`config.mk`:
```
export PLATFORM = sky130hd
export DESIGN_NAME = bitbang_cmd_decoder
export DESIGN_NICKNAME = d
export VERILOG_FILES = /design/src/rtl/bb_pkg.sv /design/src/rtl/bb_ctrl.sv /design/src/rtl/bb_datapath.sv /design/src/rtl/bitbang_cmd_decoder.sv
export SDC_FILE = /design/constraint.sdc
export NUM_CORES = 1
export LEC_CHECK = 0
export ABC_CLOCK_PERIOD_IN_PS = 4300
export BUFFER_PORTS_ARGS = -buffer_cell sky130_fd_sc_hd__buf_4
export CAP_MARGIN = 15
export CORE_MARGIN = 10
export CORE_UTILIZATION = 40
export DETAILED_ROUTE_END_ITERATION = 10
export MAX_ROUTING_LAYER = met4
export PLACE_DENSITY_LB_ADDON = 0.12
export RECOVER_POWER = 25
export SLEW_MARGIN = 5
export SYNTH_ARGS = -nofsm -noshare
export SYNTH_HDL_FRONTEND = slang
export SYNTH_HIERARCHICAL = 1
export SYNTH_SLANG_ARGS = --single-unit
```
`constraint.sdc`:
```
create_clock -name clk -period 4.3 [get_ports clk]
set_clock_uncertainty 0.15 [all_clocks]
set_input_delay 1.29 -clock clk [delete_from_list [all_inputs] [get_ports clk]]
set_output_delay 1.29 -clock clk [all_outputs]
set_load 0.1 [all_outputs]
```
`src/rtl/bb_pkg.sv`:
```
package bb_pkg;
  localparam int BYTE_W = 8;
  localparam int PIN_W  = 3;

  localparam logic [BYTE_W-1:0] CH_ZERO   = 8'h30;
  localparam logic [BYTE_W-1:0] CH_ONE    = 8'h31;
  localparam logic [BYTE_W-1:0] CH_READ   = 8'h52;
  localparam logic [BYTE_W-1:0] CH_RST    = 8'h72;
  localparam logic [BYTE_W-1:0] CH_QUIT   = 8'h51;
  localparam logic [BYTE_W-1:0] CH_LEDON  = 8'h42;
  localparam logic [BYTE_W-1:0] CH_LEDOFF = 8'h62;
  // digits '0'..'7' share this upper bit pattern
  localparam logic [BYTE_W-PIN_W-1:0] DIGIT_HI = CH_ZERO[BYTE_W-1:PIN_W];

  typedef enum logic [2:0] {
    CMD_PINS, CMD_READ, CMD_RST, CMD_QUIT, CMD_LEDON, CMD_LEDOFF, CMD_BAD
  } bb_cmd_e;

  typedef struct packed {
    logic             loadPins;
    logic [PIN_W-1:0] pinLevels;
    logic             pushReply;
    logic             ledOn;
    logic             ledOff;
    logic             tapRst;
    logic             badCmd;
  } bb_strobe_t;
endpackage

```
`src/rtl/bb_ctrl.sv`:
```
module bb_ctrl
  import bb_pkg::*;
(
  input  logic              clk,
  input  logic              rstN,
  input  logic [BYTE_W-1:0] inData,
  input  logic              inValid,
  input  logic              replyStalled,
  input  logic              newSession,
  output logic              inReady,
  output logic              sessionDone,
  output bb_strobe_t        strobe
);
  bb_cmd_e cmd;
  logic    take;

  function automatic bb_cmd_e classify(input logic [BYTE_W-1:0] b);
    if (b[BYTE_W-1:PIN_W] == DIGIT_HI) return CMD_PINS;
    case (b)
      CH_READ:   return CMD_READ;
      CH_RST:    return CMD_RST;
      CH_QUIT:   return CMD_QUIT;
      CH_LEDON:  return CMD_LEDON;
      CH_LEDOFF: return CMD_LEDOFF;
      default:   return CMD_BAD;
    endcase
  endfunction

  always_comb begin
    cmd     = classify(inData);
    // after quit everything is drained; a read waits for reply room
    inReady = sessionDone | ~((cmd == CMD_READ) & replyStalled);
    take    = inValid & inReady & ~sessionDone;
    strobe.loadPins  = take & (cmd == CMD_PINS);
    strobe.pinLevels = inData[PIN_W-1:0];
    strobe.pushReply = take & (cmd == CMD_READ);
    strobe.ledOn     = take & (cmd == CMD_LEDON);
    strobe.ledOff    = take & (cmd == CMD_LEDOFF);
    strobe.tapRst    = take & (cmd == CMD_RST);
    strobe.badCmd    = take & (cmd == CMD_BAD);
  end

  always_ff @(posedge clk) begin
    if (!rstN)                         sessionDone <= 1'b0;
    else if (newSession)               sessionDone <= 1'b0;
    else if (take && cmd == CMD_QUIT)  sessionDone <= 1'b1;
  end
endmodule

```
`src/rtl/bb_datapath.sv`:
```
module bb_datapath
  import bb_pkg::*;
(
  input  logic              clk,
  input  logic              rstN,
  input  bb_strobe_t        strobe,
  input  logic              tdoI,
  input  logic              outReady,
  output logic [PIN_W-1:0]  pins,
  output logic              tapRstO,
  output logic              ledO,
  output logic              badCmd,
  output logic [BYTE_W-1:0] outData,
  output logic              outValid,
  output logic              replyStalled
);
  for (genvar g = 0; g < PIN_W; g++) begin : gPin
    always_ff @(posedge clk) begin
      if (!rstN)               pins[g] <= 1'b0;
      else if (strobe.loadPins) pins[g] <= strobe.pinLevels[g];
    end
  end

  always_ff @(posedge clk) begin
    if (!rstN) begin
      tapRstO <= 1'b0;
      badCmd  <= 1'b0;
      ledO    <= 1'b0;
    end else begin
      tapRstO <= strobe.tapRst;
      badCmd  <= strobe.badCmd;
      if (strobe.ledOn)       ledO <= 1'b1;
      else if (strobe.ledOff) ledO <= 1'b0;
    end
  end

  always_ff @(posedge clk) begin
    if (!rstN) begin
      outValid <= 1'b0;
      outData  <= CH_ZERO;
    end else if (strobe.pushReply) begin
      outValid <= 1'b1;
      outData  <= tdoI ? CH_ONE : CH_ZERO;
    end else if (outReady) begin
      outValid <= 1'b0;
    end
  end

  assign replyStalled = outValid & ~outReady;
endmodule

```
`src/rtl/bitbang_cmd_decoder.sv`:
```
module bitbang_cmd_decoder
  import bb_pkg::*;
(
  input  logic       clk,
  input  logic       rstN,
  input  logic [7:0] inData,
  input  logic       inValid,
  output logic       inReady,
  output logic [7:0] outData,
  output logic       outValid,
  input  logic       outReady,
  input  logic       newSession,
  input  logic       tdoI,
  output logic       tckO,
  output logic       tmsO,
  output logic       tdiO,
  output logic       tapRstO,
  output logic       sessionDone,
  output logic       ledO,
  output logic       badCmd
);
  bb_strobe_t       strobe;
  logic             replyStalled;
  logic [PIN_W-1:0] pins;

  bb_ctrl i_ctrl (
    .clk(clk), .rstN(rstN), .inData(inData), .inValid(inValid),
    .replyStalled(replyStalled), .newSession(newSession),
    .inReady(inReady), .sessionDone(sessionDone), .strobe(strobe)
  );

  bb_datapath i_dp (
    .clk(clk), .rstN(rstN), .strobe(strobe), .tdoI(tdoI),
    .outReady(outReady), .pins(pins), .tapRstO(tapRstO), .ledO(ledO),
    .badCmd(badCmd), .outData(outData), .outValid(outValid),
    .replyStalled(replyStalled)
  );

  assign tckO = pins[2];
  assign tmsO = pins[1];
  assign tdiO = pins[0];
endmodule

```
==> flow_summary.json <==
{
  "status": "finished clean",
  "wire_per_inst_um": 12.8,
  "synth_seq_cells": 9,
  "post-route-min-period_ns": 3.97,
  "core_mm2": 0.00127,
  "cts_tree": "built",
  "timing.fmax_mhz": 252,
  "start_util": 0.415,
  "setup_ws_ns": 0.327,
  "cts_resized": 0,
  "reg2reg_depth": 5,
  "ys_warn_count": 6,
  "numCtsBuffers": 3,
  "gp_congestion": 0.737,
  "wirelength_um": 1170,
  "cp_common_cell": "buf_4",
  "grt_pass1_wl_um": 1920,
  "pre_cts_slack_ns": 0.457,
  "ys_seq_area_frac": 0.342,
  "grt_max_degree": 11,
  "grt_use_total": 0.0760,
  "firstDrtPassIters": 2,
  "syn_inst": 54,
  "grt_setup_unrepaired": "false",
  "nets": 91,
  "synth_area_um2": 527,
  "die_h_um": 56.3,
  "syn_area_per_cell_um2": 9.75,
  "first_iter_violations": 1,
  "grt_pass1_vias": 449,
  "vias_per_cell": 4.53,
  "fin_crit_sh": 0.924,
  "diodes": 0,
  "htreeDepth": 1,
  "critPathArrivalTime_ns": 2.53,
  "startpoint_type": "input port",
  "r2r_slack_ns": 2.46,
  "tightest_slew_ns": 1.17,
  "r2r_end": "i_dp/outData[0]",
  "rows": 13,
  "grt_overflow": 0,
  "io_buffers": 23,
  "report.final.slew_viol_count": 0,
  "cts-hold-fix-buffers": 0,
  "leakagePower_nw": 0.284,
  "synth_top_area_share": 0.342,
  "pwr_density_cell_mw_per_mm2": 299,
  "vias": 412,
  "hold_depth": 2,
  "cts_buffer_depth": 2,
  "min_to": "i_dp/pins[1]",
  "layout-drive-gt1-share": 0.368,
  "critical_path_required_ns": 2.86,
  "cp-end-kind": "primary output",
  "syn2layout_area_growth_pct": 25.7,
  "yosysMostFrequentCell": "buf_4",
  "hp-start": "i_dp/pins[1]",
  "synth-main-ff-cell": "dfxtp_1",
  "holdWs_ns": 0.368,
  "setup_viol": 0,
  "critPathMaxStageDelay_ns": 0.39,
  "setup_tns_ns": 0,
  "synth.area.top_cells": "dfxtp_1 (34%), buf_4 (14%), nor2b_1 (8.3%)",
  "synth_top_cell_by_area": "dfxtp_1",
  "max_slew_margin": 0.222,
  "die_x_um": 56.3,
  "synth_cell_types": 22,
  "critical_path_class": "in -> out",
  "clk_pin_slew_ns": 0.06,
  "cts-root-buf": "clkbuf_4",
  "clkSinkCount": 9,
  "synth_enable_flop_cells": 0,
  "drc": 0,
  "ios": 31,
  "path_cells": "buf_4, nor4b_1, nor3b_1, nand4b_1, buf_4",
  "hp-class": "reg -> reg",
  "cap_violations": 0,
  "slowest_stage": "nor4b_1",
  "grt_antenna_before_repair": 0,
  "final_core_util": 0.522,
  "r2r_start": "i_ctrl/sessionDone",
  "async_flop_share": 0,
  "dp_hpwl_um": 988,
  "crit_fanout": 3,
  "vdd_ir_drop_max_v": 0.000201,
  "clk_latency_ns": 0.25,
  "post_cts_buffers": 0,
  "yosys-top-cells-count": "buf_4 (10), dfxtp_1 (9), nor2b_1 (7)",
  "detail-route-antenna-nets": 0,
  "die_area_mm2": 0.00317,
  "hold_viol": 0
}
sequential cells by signal (all words and copies together) (netlist names):
name,count
i_dp/pins,3
i_ctrl/sessionDone,1
i_dp/badCmd,1
i_dp/ledO,1
i_dp/outData,1
i_dp/outValid,1
i_dp/tapRstO,1
worst max-delay path by stage:
| stage | from | to | slack (ns) | cells after the start |
|---|---|---|---|---|
| 5_1_grt | inData[7] | inReady | 0.28 | 5 |
| 3_3_place_gp | inData[7] | inReady | 0.51 | 5 |
| 4_1_cts | inData[7] | inReady | 0.44 | 5 |
| 3_5_place_dp | inData[7] | inReady | 0.46 | 5 |
| 6_report | inData[7] | inReady | 0.33 | 5 |
| 2_1_floorplan | inData[7] | inReady | 0.11 | 3 |
critical path, delay by kind of cell:
| kind | cells | cell delay [ns] |
|---|---|---|
| simple gates | 3 | 0.87 |
| buf+inv | 2 | 0.36 |
kinds of logic (layout without fill, tap and decap cells):
logic type             after synthesis  count (layout)  synth area share
and+or+nand+nor                     24              24             0.363
buffers and inverters               12              29             0.157
DFF                                  9               9             0.342
muxes                                4               4            0.0760
AOI/OAI and AO/OA                    3               3            0.0475
other                                2               7            0.0143
per-layer routing:
layer	track usage	vias up	share of wire
li1	-	211	-
met1	0.0720	184	0.40
met2	0.122	17	0.50
met3	0.0607	0	0.10
met4	0.0103	0	0
met5	-	-	0
placed cells by master (no fill, tap or decap):
| cell type | count |
|---|---|
| buf_4 | 20 |
| dfxtp_1 | 9 |
| nor2b_1 | 7 |
| conb_1 | 7 |
| clkbuf_1 | 4 |
| mux2i_1 | 4 |
| clkbuf_4 | 3 |
| inv_1 | 2 |
| nor4b_1 | 2 |
| nor2_1 | 2 |
| nor3b_2 | 2 |
| o21a_1 | 2 |
| and2_1 | 2 |
| nor3b_1 | 1 |
| nand4b_1 | 1 |
| nand2_1 | 1 |
| or4_2 | 1 |
| nand2b_1 | 1 |
| or4b_4 | 1 |
| nor3_1 | 1 |
| and4_2 | 1 |
| and3_1 | 1 |
| a32o_1 | 1 |
layout make-up:
class	count	area (um^2)
fillers	141	607
multi-input cells	38	268
flip-flops and latches	9	180
repair buffers	23	161
clock buffers	4	26.3
well taps	15	18.8
inverters	2	7.51
power breakdown:
group | internal [mW] | switching, mW
logic | 0.0113 | 0.0394
clock network | 0.0356 | 0.0273
registers | 0.0842 | 0.000236
stage by stage:
| step | cells | total power, mW | instance area [um^2] |
|---|---|---|---|
| after floorplan | 59 | 0.131 | 546 |
| after global placement | 87 | 0.139 | 662 |
| after detailed placement | 87 | 0.139 | 662 |
| after CTS | 91 | 0.204 | 688 |
| after global routing | 91 | 0.211 | 662 |
| final | 91 | 0.198 | 662 |
No activity file was read; power rests on OpenSTA's default activity.
